==> src/rtl/phase_gen_pkg.sv <==
// Package phase_gen_pkg
// Shared types for the non-overlapping phase generator.
// Assumes: all five outputs travel together as one packed bundle.
package phase_gen_pkg;

    // One registered snapshot of every generated phase.
    typedef struct packed {
        logic samp;
        logic samp_aux;
        logic integ;
        logic integ_aux;
        logic strobe;
    } phase_set_t;

    // Index names for the two main-phase windows built in the decoder.
    localparam int unsigned WIN_SAMP  = 0;
    localparam int unsigned WIN_INTEG = 1;
    localparam int unsigned WIN_COUNT = 2;

endpackage

==> src/rtl/phase_tick_counter.sv <==
// Module phase_tick_counter
// Walks a position counter through 0..PERIOD_TICKS-1 and wraps back to 0.
// Assumes: synchronous active-low reset; a low enable holds the position.
module phase_tick_counter #(
    parameter int unsigned PERIOD_TICKS = 40,
    localparam int unsigned CW = $clog2(PERIOD_TICKS)
) (
    input  logic          clk,
    input  logic          rst_n,
    input  logic          en,
    output logic [CW-1:0] pos
);

    localparam logic [CW-1:0] LAST = CW'(PERIOD_TICKS - 1);

    // Advance the position on enabled ticks, wrapping at the period end.
    always_ff @(posedge clk) begin
        if (!rst_n) begin
            pos <= '0;
        end else if (en) begin
            pos <= (pos == LAST) ? '0 : pos + 1'b1;
        end
    end

endmodule

==> src/rtl/phase_window_decode.sv <==
// Module phase_window_decode
// Turns a period position into the combinational phase set.
// Assumes: the period is laid out as sample, gap, integrate, gap; the
// layout exactly fills PERIOD_TICKS; each auxiliary window is its main
// window widened by the following gap.
module phase_window_decode
    import phase_gen_pkg::*;
#(
    parameter int unsigned PERIOD_TICKS = 40,
    parameter int unsigned SAMP_TICKS   = 11,
    parameter int unsigned INTEG_TICKS  = 27,
    parameter int unsigned GAP_TICKS    = 1,
    localparam int unsigned CW = $clog2(PERIOD_TICKS)
) (
    input  logic [CW-1:0] pos,
    output phase_set_t    nxt
);

    localparam int unsigned INTEG_BEG = SAMP_TICKS + GAP_TICKS;

    logic [WIN_COUNT-1:0] main_hit;
    logic [WIN_COUNT-1:0] aux_hit;

    // One main window and one widened auxiliary window per phase.
    for (genvar w = 0; w < WIN_COUNT; w++) begin : g_win
        localparam int unsigned BEG = (w == WIN_SAMP) ? 0 : INTEG_BEG;
        localparam int unsigned LEN = (w == WIN_SAMP) ? SAMP_TICKS : INTEG_TICKS;
        localparam int unsigned END_MAIN = BEG + LEN;
        localparam int unsigned END_AUX  = END_MAIN + GAP_TICKS;

        // Range compare of the position against this window's bounds.
        always_comb begin
            main_hit[w] = (32'(pos) >= BEG) && (32'(pos) < END_MAIN);
            aux_hit[w]  = (32'(pos) >= BEG) && (32'(pos) < END_AUX);
        end
    end

    // Gather the window hits and the period-start flag into one bundle.
    always_comb begin
        nxt.samp      = main_hit[WIN_SAMP];
        nxt.samp_aux  = aux_hit[WIN_SAMP];
        nxt.integ     = main_hit[WIN_INTEG];
        nxt.integ_aux = aux_hit[WIN_INTEG];
        nxt.strobe    = (pos == '0);
    end

endmodule

==> src/rtl/phase_out_reg.sv <==
// Module phase_out_reg
// Registers the decoded phase set so every output leaves a flop.
// Assumes: synchronous active-low reset; a low enable clears the bundle.
module phase_out_reg
    import phase_gen_pkg::*;
(
    input  logic       clk,
    input  logic       rst_n,
    input  logic       en,
    input  phase_set_t nxt,
    output phase_set_t q
);

    // Capture the decode on enabled ticks, park low otherwise.
    always_ff @(posedge clk) begin
        if (!rst_n || !en) begin
            q <= '0;
        end else begin
            q <= nxt;
        end
    end

endmodule

==> src/rtl/nonoverlap_phase_gen.sv <==
// Module nonoverlap_phase_gen
// Produces asymmetric non-overlapping sampling/integration phases, their
// widened companions and a period-start strobe from a fast clock.
// Assumes: SAMP_TICKS + INTEG_TICKS + 2*GAP_TICKS == PERIOD_TICKS.
module nonoverlap_phase_gen
    import phase_gen_pkg::*;
#(
    parameter int unsigned PERIOD_TICKS = 40,
    parameter int unsigned SAMP_TICKS   = 11,
    parameter int unsigned INTEG_TICKS  = 27,
    parameter int unsigned GAP_TICKS    = 1
) (
    input  logic clk,
    input  logic rst_n,
    input  logic en,
    output logic samp_o,
    output logic integ_o,
    output logic samp_aux_o,
    output logic integ_aux_o,
    output logic period_start_o
);

    localparam int unsigned CW = $clog2(PERIOD_TICKS);

    logic [CW-1:0] pos;
    phase_set_t    nxt;
    phase_set_t    q;

    phase_tick_counter #(
        .PERIOD_TICKS (PERIOD_TICKS)
    ) i_cnt (
        .clk   (clk),
        .rst_n (rst_n),
        .en    (en),
        .pos   (pos)
    );

    phase_window_decode #(
        .PERIOD_TICKS (PERIOD_TICKS),
        .SAMP_TICKS   (SAMP_TICKS),
        .INTEG_TICKS  (INTEG_TICKS),
        .GAP_TICKS    (GAP_TICKS)
    ) i_dec (
        .pos (pos),
        .nxt (nxt)
    );

    phase_out_reg i_oreg (
        .clk   (clk),
        .rst_n (rst_n),
        .en    (en),
        .nxt   (nxt),
        .q     (q)
    );

    // Unpack the registered bundle onto the ports.
    always_comb begin
        samp_o         = q.samp;
        samp_aux_o     = q.samp_aux;
        integ_o        = q.integ;
        integ_aux_o    = q.integ_aux;
        period_start_o = q.strobe;
    end

endmodule

==> config.mk <==
export PLATFORM = sky130hd
export DESIGN_NAME = nonoverlap_phase_gen
export DESIGN_NICKNAME = d
export VERILOG_FILES = /design/src/rtl/phase_gen_pkg.sv /design/src/rtl/phase_tick_counter.sv /design/src/rtl/phase_window_decode.sv /design/src/rtl/phase_out_reg.sv /design/src/rtl/nonoverlap_phase_gen.sv
export SDC_FILE = /design/constraint.sdc
export NUM_CORES = 1
export LEC_CHECK = 0
export BUFFER_PORTS_ARGS = -buffer_cell sky130_fd_sc_hd__buf_2
export CAP_MARGIN = 25
export CORE_MARGIN = 2
export CORE_UTILIZATION = 25
export DETAILED_ROUTE_END_ITERATION = 16
export GPL_ROUTABILITY_DRIVEN = 1
export PLACE_DENSITY = 0.5
export SLEW_MARGIN = 15
export SYNTH_ARGS = -nofsm -noshare
export SYNTH_HDL_FRONTEND = slang
export SYNTH_SLANG_ARGS = --single-unit
export TNS_END_PERCENT = 30
==> constraint.sdc <==
create_clock -name clk -period 2.36 [get_ports clk]
set_clock_uncertainty 0.2 [all_clocks]
set_input_delay 0.472 -clock clk [delete_from_list [all_inputs] [get_ports clk]]
set_output_delay 0.472 -clock clk [all_outputs]
set_load 0.01 [all_outputs]
==> results.yml, run 1 <==
logic_synthesis:
  synth_cell_types: 26
  yosys-top-cells-count: "dfxtp_1 (11), a21oi_1 (4), nor2_1 (3), xnor2_1 (3)"
  synth_top_cell_by_area: "dfxtp_1"
  synth_fa_ha_area_share_pct: 5.08
  netlist_area_sq_um: 493
  synthArstFlopShare_pct: 0
  synthMuxAreaShare_pct: 2.03
  syn_avg_cell_area_sq_um: 10.1
  ys_seq_elements: 11
  postSynthCellCount: 49
  ys.flop_type: "dfxtp_1"
  post-synth-top-count-cell: "dfxtp_1"
  synth_edf_count: 0
  synth_compound_area_share_pct: 11.7
  synthSimpleGateAreaFrac_pct: 22.6
  ys_warn_count: 0
  ys_seq_area_share_pct: 44.7
  synth_top_area_share_pct: 44.7
  yosys-top-cells-area: "dfxtp_1 (45%), xnor2_1 (5.3%), ha_1 (5.1%), a21oi_1 (4.1%), buf_4 (3.0%)"
  syn-num-nets: 54
  synth_top_family_by_area: "simple AND/OR/NAND/NOR gates"
  synth_xor_area_share_pct: 7.11
grt:
  grt_pass1_vias: 324
  grt.overflow.total: 0
  grt_pass1_wl_mm: 1.50
  grt.total_usage_pct: 9.20
  antenna_found_initial: 0
  grt_max_degree: 10
cells_and_area:
  syn_to_final_growth_pct: 14.0
  drive_gt1_share_pct: 29.8
  layoutNonFillerInstCount: 84
  multi_input_area_sq_um: 239
  antenna_cells: 0
  seqCellArea_sq_um: 220
  layout.filler_cells: 207
  layout.nets: 63
routing:
  drt_first_pass_iters: 4
  drtIter0Drc: 1
  drc: 0
  drt.antenna.violating_nets: 0
  avgRoutedWirePerCell_microns: 10.5
  avgViaCountPerCell: 4.23
  drt-total-wl_microns: 886
  vias: 355
clock_network:
  cts_made_buffers: 3
  clk_pin_slew_worst_paths_ns: 0.07
  cts_max_path_buffers: 2
  holdBufCountCts: 0
  post_cts_buffers: 0
  clk_latency_ns: 0.27
  cts_resized: 0
  clock-sinks: 11
  cts.htree.levels: 1
  cts-root-buf: "clkbuf_4"
  cts_tree: "yes"
worst_setup_path:
  crit_type: "reg2reg"
  cp.arrival_ns: 1.51
  cp-end-kind: "register"
  cp_data_required_time_ns: 2.37
  cp-start-kind: "register"
  worstPathMaxFanout: 9
placement:
  io_buffers: 7
  hpwlAfterDp_microns: 602
  dp_cells: 80
  place_congestion: 0.670
sta:
  tightest_slew_ns: 0.333
  fin_crit_ns: 1.50
  final_max_slew_viol_count: 0
  fin_crit_sh_pct: 63.6
  rsz0062_at_grt: "false"
  finalSetupViolations: 0
  hold_viol: 0
  setup_tns_ns: 0
  fmax_mhz: 666
  relSlewSlack_pct: 77.7
  hold_ws_ns: 0.295
status:
  outcome: "completed"
run:
  maxCapViolCount: 0
floorplanning:
  dieArea_sq_um: 2340
  core_sq_um: 1900
  die_width_microns: 48.4
  row_count: 16
  start_util_pct: 25.9
  die_h_microns: 48.4
  ios: 8
worst_hold_path:
  hold_class: "in2reg"
pwr:
  ir_drop_mv: 0.186
  total_power_mw: 0.360
  power-per-cell-area_nw_per_um2: 641
  p_leak_nw: 0.220
## sequential cells by signal, indices dropped and copies added, names as in the netlist
signal / cells
i_cnt.pos: 6
i_oreg.q: 5
## metal layers
layer | GRT usage [%] | wire length, microns
met5 | 0 | 0
met4 | 8.57 | 36
met3 | 4.01 | 45
met2 | 12.7 | 421
met1 | 10.5 | 383
## metrics by stage
stage / instance area (sq um) / setup WS, ns / utilization, %
floorplan: 493 / 0.857 / -
global placement: 536 / 0.767 / 28.2
detailed placement: 536 / 0.756 / 28.2
CTS: 562 / 0.862 / 29.5
global route: 562 / 0.734 / 29.5
finish: 562 / 0.860 / 29.5
## kinds of logic (layout without fill, tap and decap cells)
| family | Yosys count | count (layout) |
|---|---|---|
| simple gates | 17 | 17 |
| flops | 11 | 11 |
| compound gates | 9 | 9 |
| buf+inv | 5 | 13 |
| xor+xnor | 4 | 4 |
| fa+ha+maj | 2 | 2 |
| mux | 1 | 1 |
## report_power, final
| part | internal, mW | switching [mW] | total [mW] |
|---|---|---|---|
| Clock | 0.0656 | 0.0681 | 0.134 |
| Combinational | 0.0144 | 0.0146 | 0.0289 |
| Sequential | 0.192 | 0.00535 | 0.198 |
| Total | 0.272 | 0.0880 | 0.360 |
## cell type report
| cell class | count | share of cell area, % |
|---|---|---|
| multi-input cells | 33 | 42.5 |
| repair buffers | 7 | 6.24 |
| well taps | 27 | 6.01 |
| inverters | 2 | 1.34 |
| flip-flops and latches | 11 | 39.2 |
| clock buffers | 4 | 4.68 |
## cell usage in the layout (no fill, tap or decap), drive strengths merged, types with 2 or more instances in the layout
cell    count
nor2        3
and2        2
inv         2
nand2       3
o21ai       2
dfxtp      11
clkbuf      4
xnor2       3
ha          2
or3         2
nand4       2
a21oi       5
buf         7
## worst max-delay path, cell delays in order (launching register included)
cell     delay [ns]
dfxtp_1        0.52
nand4_1        0.21
or3_1          0.38
a21oi_1        0.13
## path summary, 6_finish.rpt
| path | from | to | slack, ns | cells after the start |
|---|---|---|---|---|
| setup reg to reg | i_cnt.pos[2] | i_cnt.pos[5] | 0.86 | 3 |
| hold / removal | rst_n | i_cnt.pos[2] | 0.30 | 2 |
| setup / recovery | i_cnt.pos[2] | i_cnt.pos[5] | 0.86 | 3 |
| hold reg to reg | i_cnt.pos[5] | i_cnt.pos[5] | 0.34 | 2 |
No activity file was read; power rests on OpenSTA's default activity.
==> inputs of run 2 (changes only) <==
Clock period 2.36 ns to 1.52 ns, I/O delays scaled along.
==> results.yml, run 2 (synthesized netlist as in run 1, its figures left out) <==
cells_and_area:
  layout.filler_cells: 210
  layout_common_cells: "dfxtp_1 (11), buf_2 (7), a21oi_1 (4), buf_4 (4)"
  antenna_cells: 0
  syn_to_final_growth_pct: 20.1
  regMostFlops: "i_cnt.pos"
  final_common_cell: "dfxtp_1"
  largest_reg_flops: 6
  seqCellArea_sq_um: 220
  reg_top3: "i_cnt.pos: 6 flops, i_oreg.q: 5 flops"
  drive_gt1_share_pct: 34.4
  layout.nets: 67
  layoutNonFillerInstCount: 88
  fin_util_pct: 31.1
  multi_input_area_sq_um: 239
placement:
  dp_cells: 84
  place_congestion: 0.712
  io_buffers: 7
  hpwlAfterDp_microns: 595
  detailedPlace.worstSlack_ns: 0.0879
worst_setup_path:
  cp_slowest_stage_delay_ns: 0.39
  r2r_start: "i_cnt.pos[0]"
  rr_endpoint: "i_cnt.pos[4]"
  crit_type: "reg2reg"
  critPathBufInv: 0
  cp_data_required_time_ns: 1.48
  cp-start-kind: "register"
  crit_family: "flip-flops"
  worstPathCellList: "ha_1, nand4_1, xnor2_1, and2_1"
  slowest_stage: "dfxtp_1"
  cp.arrival_ns: 1.36
  r2r_cells: 4
  r2r_slack_ns: 0.12
  cp-end-kind: "register"
  worstPathMaxFanout: 5
floorplanning:
  row_count: 16
  ios: 8
  start_util_pct: 25.9
  die_h_microns: 48.4
  die_width_microns: 48.4
  core_sq_um: 1900
  dieArea_sq_um: 2340
pwr:
  p_leak_nw: 0.240
  power-per-cell-area_nw_per_um2: 928
  ir_drop_mv: 0.294
  total_power_mw: 0.549
clock_network:
  clk_latency_ns: 0.26
  cts.htree.levels: 1
  clk_pin_slew_worst_paths_ns: 0.07
  cts-root-buf: "clkbuf_4"
  cts_resized: 0
  post_cts_buffers: 0
  holdBufCountCts: 0
  cts_max_path_buffers: 2
  clock-sinks: 11
  cts_tree: "yes"
  cts_made_buffers: 3
worst_hold_path:
  hold_depth: 3
  hold_class: "in2reg"
  min_from: "rst_n"
  hold_end: "i_oreg.q[2]"
status:
  outcome: "completed"
routing:
  drt-total-wl_microns: 774
  avgViaCountPerCell: 4.05
  drt.antenna.violating_nets: 0
  avgRoutedWirePerCell_microns: 8.80
  drt_first_pass_iters: 1
  drtIter0Drc: 0
  vias: 356
  drc: 0
sta:
  finalSetupViolations: 0
  fin_crit_ns: 1.40
  fin_crit_sh_pct: 91.8
  rsz0062_at_grt: "false"
  layout_setup_ws_ns: 0.124
  fmax_mhz: 716
  relSlewSlack_pct: 86.6
  tightest_slew_ns: 0.201
  final_max_slew_viol_count: 0
  setup_tns_ns: 0
  hold_viol: 0
grt:
  grt_pass1_vias: 310
  grt_max_degree: 8
  grt.overflow.total: 0
  antenna_found_initial: 0
  grt.total_usage_pct: 7.36
  grt_pass1_wl_mm: 1.28
run:
  maxCapViolCount: 0
-- run 2: cell count changes in the layout (fill, tap and decap cells not counted) --
| cell | delta |
|---|---|
| buf_4 | +4 |
-- run 2: worst register-to-register path, stage by stage (launching register included) --
cell and delay [ns]:
dfxtp_1 0.39, ha_1 0.27, nand4_1 0.14, xnor2_1 0.14, and2_1 0.15
-- run 2: report_power, final --
group	leakage (nW)	total, mW	switching (mW)	internal, mW
clock network	0.0150	0.196	0.0944	0.101
registers	0.0898	0.306	0.00726	0.299
logic	0.135	0.0476	0.0231	0.0245
-- run 2: per-layer routing --
metal / global-route usage, % / wire, microns / up-vias
li1: - / - / 189
met1: 8.56 / 388 / 154
met2: 10.6 / 319 / 9
met3: 2.16 / 42 / 4
met4: 7.14 / 23 / 0
met5: 0 / 0 / -
-- run 2: per-stage QoR --
step / hold WS [ns] / area, sq um
finish: 0.121 / 592
global route: 0.124 / 592
CTS: 0.109 / 592
detailed placement: 0.310 / 566
global placement: 0.309 / 566
floorplan: 0.226 / 493
-- run 2: worst max path at each step --
stage                    to  depth (start not counted)    startpoint  slack [ns]
3_5_place_dp    i_oreg.q[0]                          4            en        0.09
4_1_cts        i_cnt.pos[4]                          4  i_cnt.pos[0]        0.12
6_report       i_cnt.pos[4]                          4  i_cnt.pos[0]        0.12
3_3_place_gp    i_oreg.q[0]                          4            en        0.12
5_1_grt        i_cnt.pos[4]                          4  i_cnt.pos[1]        0.05
2_1_floorplan   i_oreg.q[2]                          4  i_cnt.pos[3]        0.17
-- run 2: cell type report --
type,count,area share (%)
repair buffers,11,11.0
multi-input cells,33,40.4
clock buffers,4,4.44
inverters,2,1.27
flip-flops and latches,11,37.2
well taps,27,5.71
==> inputs of run 3 (changes only) <==
Settings changed: ABC_AREA set to 1, CELL_PAD_IN_SITES_DETAIL_PLACEMENT set to 1, CELL_PAD_IN_SITES_GLOBAL_PLACEMENT set to 1, PLACE_DENSITY 0.5 to 0.61.
==> results.yml, run 3 <==
sta:
  finalSetupViolations: 0
  fin_crit_sh_pct: 86.8
  relSlewSlack_pct: 83.9
  hold_viol: 0
  setup_tns_ns: 0
  fin_crit_ns: 1.32
  tightest_slew_ns: 0.241
  final_max_slew_viol_count: 0
  rsz0062_at_grt: "false"
  fmax_mhz: 758
grt:
  grt.total_usage_pct: 10.7
  grt_pass1_wl_mm: 1.57
  grt_max_degree: 7
  grt.overflow.total: 0
  antenna_found_initial: 0
  grt_pass1_vias: 381
routing:
  avgViaCountPerCell: 4.23
  met1_length_microns: 422
  met2WireLength_microns: 442
  drt-total-wl_microns: 960
  drt.antenna.violating_nets: 0
  wl_met3_microns: 66
  avgRoutedWirePerCell_microns: 9.60
  drt_first_pass_iters: 3
  drc: 0
  drtIter0Drc: 5
  vias: 423
  dr.max_layer_used: "met4"
cells_and_area:
  final_common_cell: "nand2_1"
  seqCellArea_sq_um: 220
  syn_to_final_growth_pct: 19.6
  largest_reg_flops: 6
  drive_gt1_share_pct: 20.0
  layout_common_cells: "nand2_1 (13), nor2_1 (12), dfxtp_1 (11)"
  reg_top3: "i_cnt.pos: 6 flops, i_oreg.q: 5 flops"
  multi_input_area_sq_um: 221
  regMostFlops: "i_cnt.pos"
  layout.filler_cells: 225
  antenna_cells: 0
  layout.nets: 81
floorplanning:
  start_util_pct: 27.0
  die_h_microns: 47.4
  die_width_microns: 47.4
  core_sq_um: 1750
  ios: 8
  row_count: 15
  dieArea_sq_um: 2250
pwr:
  total_power_mw: 0.543
  power-per-cell-area_nw_per_um2: 963
  p_leak_nw: 0.243
  ir_drop_mv: 0.398
logic_synthesis:
  synth_cell_types: 14
  syn_avg_cell_area_sq_um: 7.37
  netlist_area_sq_um: 472
  yosys-top-cells-count: "nand2_1 (13), nor2_1 (12), dfxtp_1 (11)"
  synth_edf_count: 0
  synth_top_cell_by_area: "dfxtp_1"
  post-synth-top-count-cell: "nand2_1"
  yosys-top-cells-area: "dfxtp_1 (47%), nand2_1 (10%), nor2_1 (9.5%), inv_1 (6.4%), ha_1 (5.3%)"
  postSynthCellCount: 64
  ys_seq_area_share_pct: 46.7
  ys_seq_elements: 11
  synthArstFlopShare_pct: 0
  ys_warn_count: 0
  syn-num-nets: 69
  ys.flop_type: "dfxtp_1"
  synth_top_area_share_pct: 46.7
status:
  outcome: "completed"
worst_hold_path:
  hold_depth: 3
  hold_end: "i_cnt.pos[1]"
  hold_class: "in2reg"
  min_from: "rst_n"
placement:
  place_congestion: 0.687
  io_buffers: 7
  hpwlAfterDp_microns: 763
worst_setup_path:
  worstPathMaxFanout: 4
  r2r_start: "i_cnt.pos[0]"
  cp-start-kind: "register"
  crit_type: "reg2reg"
  cp-end-kind: "register"
  cp_data_required_time_ns: 1.49
  cp.arrival_ns: 1.29
  r2r_cells: 6
  r2r_slack_ns: 0.20
  rr_endpoint: "i_cnt.pos[3]"
clock_network:
  clk_latency_ns: 0.27
  cts-root-buf: "clkbuf_4"
  cts_max_path_buffers: 2
  cts_resized: 0
  clk_pin_slew_worst_paths_ns: 0.07
  post_cts_buffers: 0
  holdBufCountCts: 0
  cts.htree.levels: 1
  clock-sinks: 11
  cts_made_buffers: 3
  cts_tree: "yes"
run:
  maxCapViolCount: 0
-- run 3: area by class of cell --
class | instances | area share [%]
multi-input cells | 45 | 39.2
flip-flops and latches | 11 | 39.0
repair buffers | 7 | 6.21
well taps | 25 | 5.54
inverters | 8 | 5.32
clock buffers | 4 | 4.66
-- run 3: worst max-delay path by stage --
stage                        end  depth (start not counted)         start  slack (ns)
finish              i_cnt.pos[3]                          6  i_cnt.pos[0]        0.20
detailed placement  i_cnt.pos[3]                          6  i_cnt.pos[0]        0.19
global placement    i_cnt.pos[3]                          6  i_cnt.pos[0]        0.22
CTS                 i_cnt.pos[3]                          6  i_cnt.pos[0]        0.18
floorplan           i_cnt.pos[3]                          6  i_cnt.pos[0]        0.30
global route        i_cnt.pos[3]                          6  i_cnt.pos[0]        0.06
-- run 3: power by group --
group / leakage [nW] / total, mW / internal [mW] / switching (mW)
Combinational: 0.138 / 0.0399 / 0.0156 / 0.0243
Clock: 0.0150 / 0.200 / 0.102 / 0.0979
Sequential: 0.0899 / 0.304 / 0.298 / 0.00565
Total: 0.243 / 0.543 / 0.415 / 0.128
-- run 3: cells by family (layout without fill, tap and decap cells) --
family | Yosys count | count (layout) | synth area share [%]
buffers and inverters | 8 | 19 | 6.37
AO/OA/AOI/OAI | 8 | 8 | 9.55
AND/OR/NAND/NOR | 35 | 35 | 32.1
flip-flops | 11 | 11 | 46.7
adder cells (fa/ha/maj) | 2 | 2 | 5.30
-- run 3: metrics by stage --
step / area, sq um / worst slack [ns] / instances / hold slack, ns / util (%)
finish: 564 / 0.200 / 100 / 0.108 / 32.3
global route: 564 / 0.0578 / 100 / 0.127 / 32.3
CTS: 564 / 0.183 / 100 / 0.102 / 32.3
detailed placement: 538 / 0.187 / 96 / 0.295 / 30.8
global placement: 538 / 0.220 / 96 / 0.291 / 30.8
floorplan: 472 / 0.305 / 64 / 0.242 / -
-- run 3: worst max-delay path, cell delays in order, from the launching register on --
cell and delay, ns:
dfxtp_1 0.38, ha_1 0.21, nand2_1 0.08, nor2_1 0.09, nand3_1 0.07, nand2_1 0.14
nor2_1 0.07
-- run 3: per-layer routing --
metal	global-route usage (%)	vias to the layer above
met5	0	-
met4	6.67	0
met3	5.66	4
met2	16.5	11
met1	11.5	184
li1	-	224
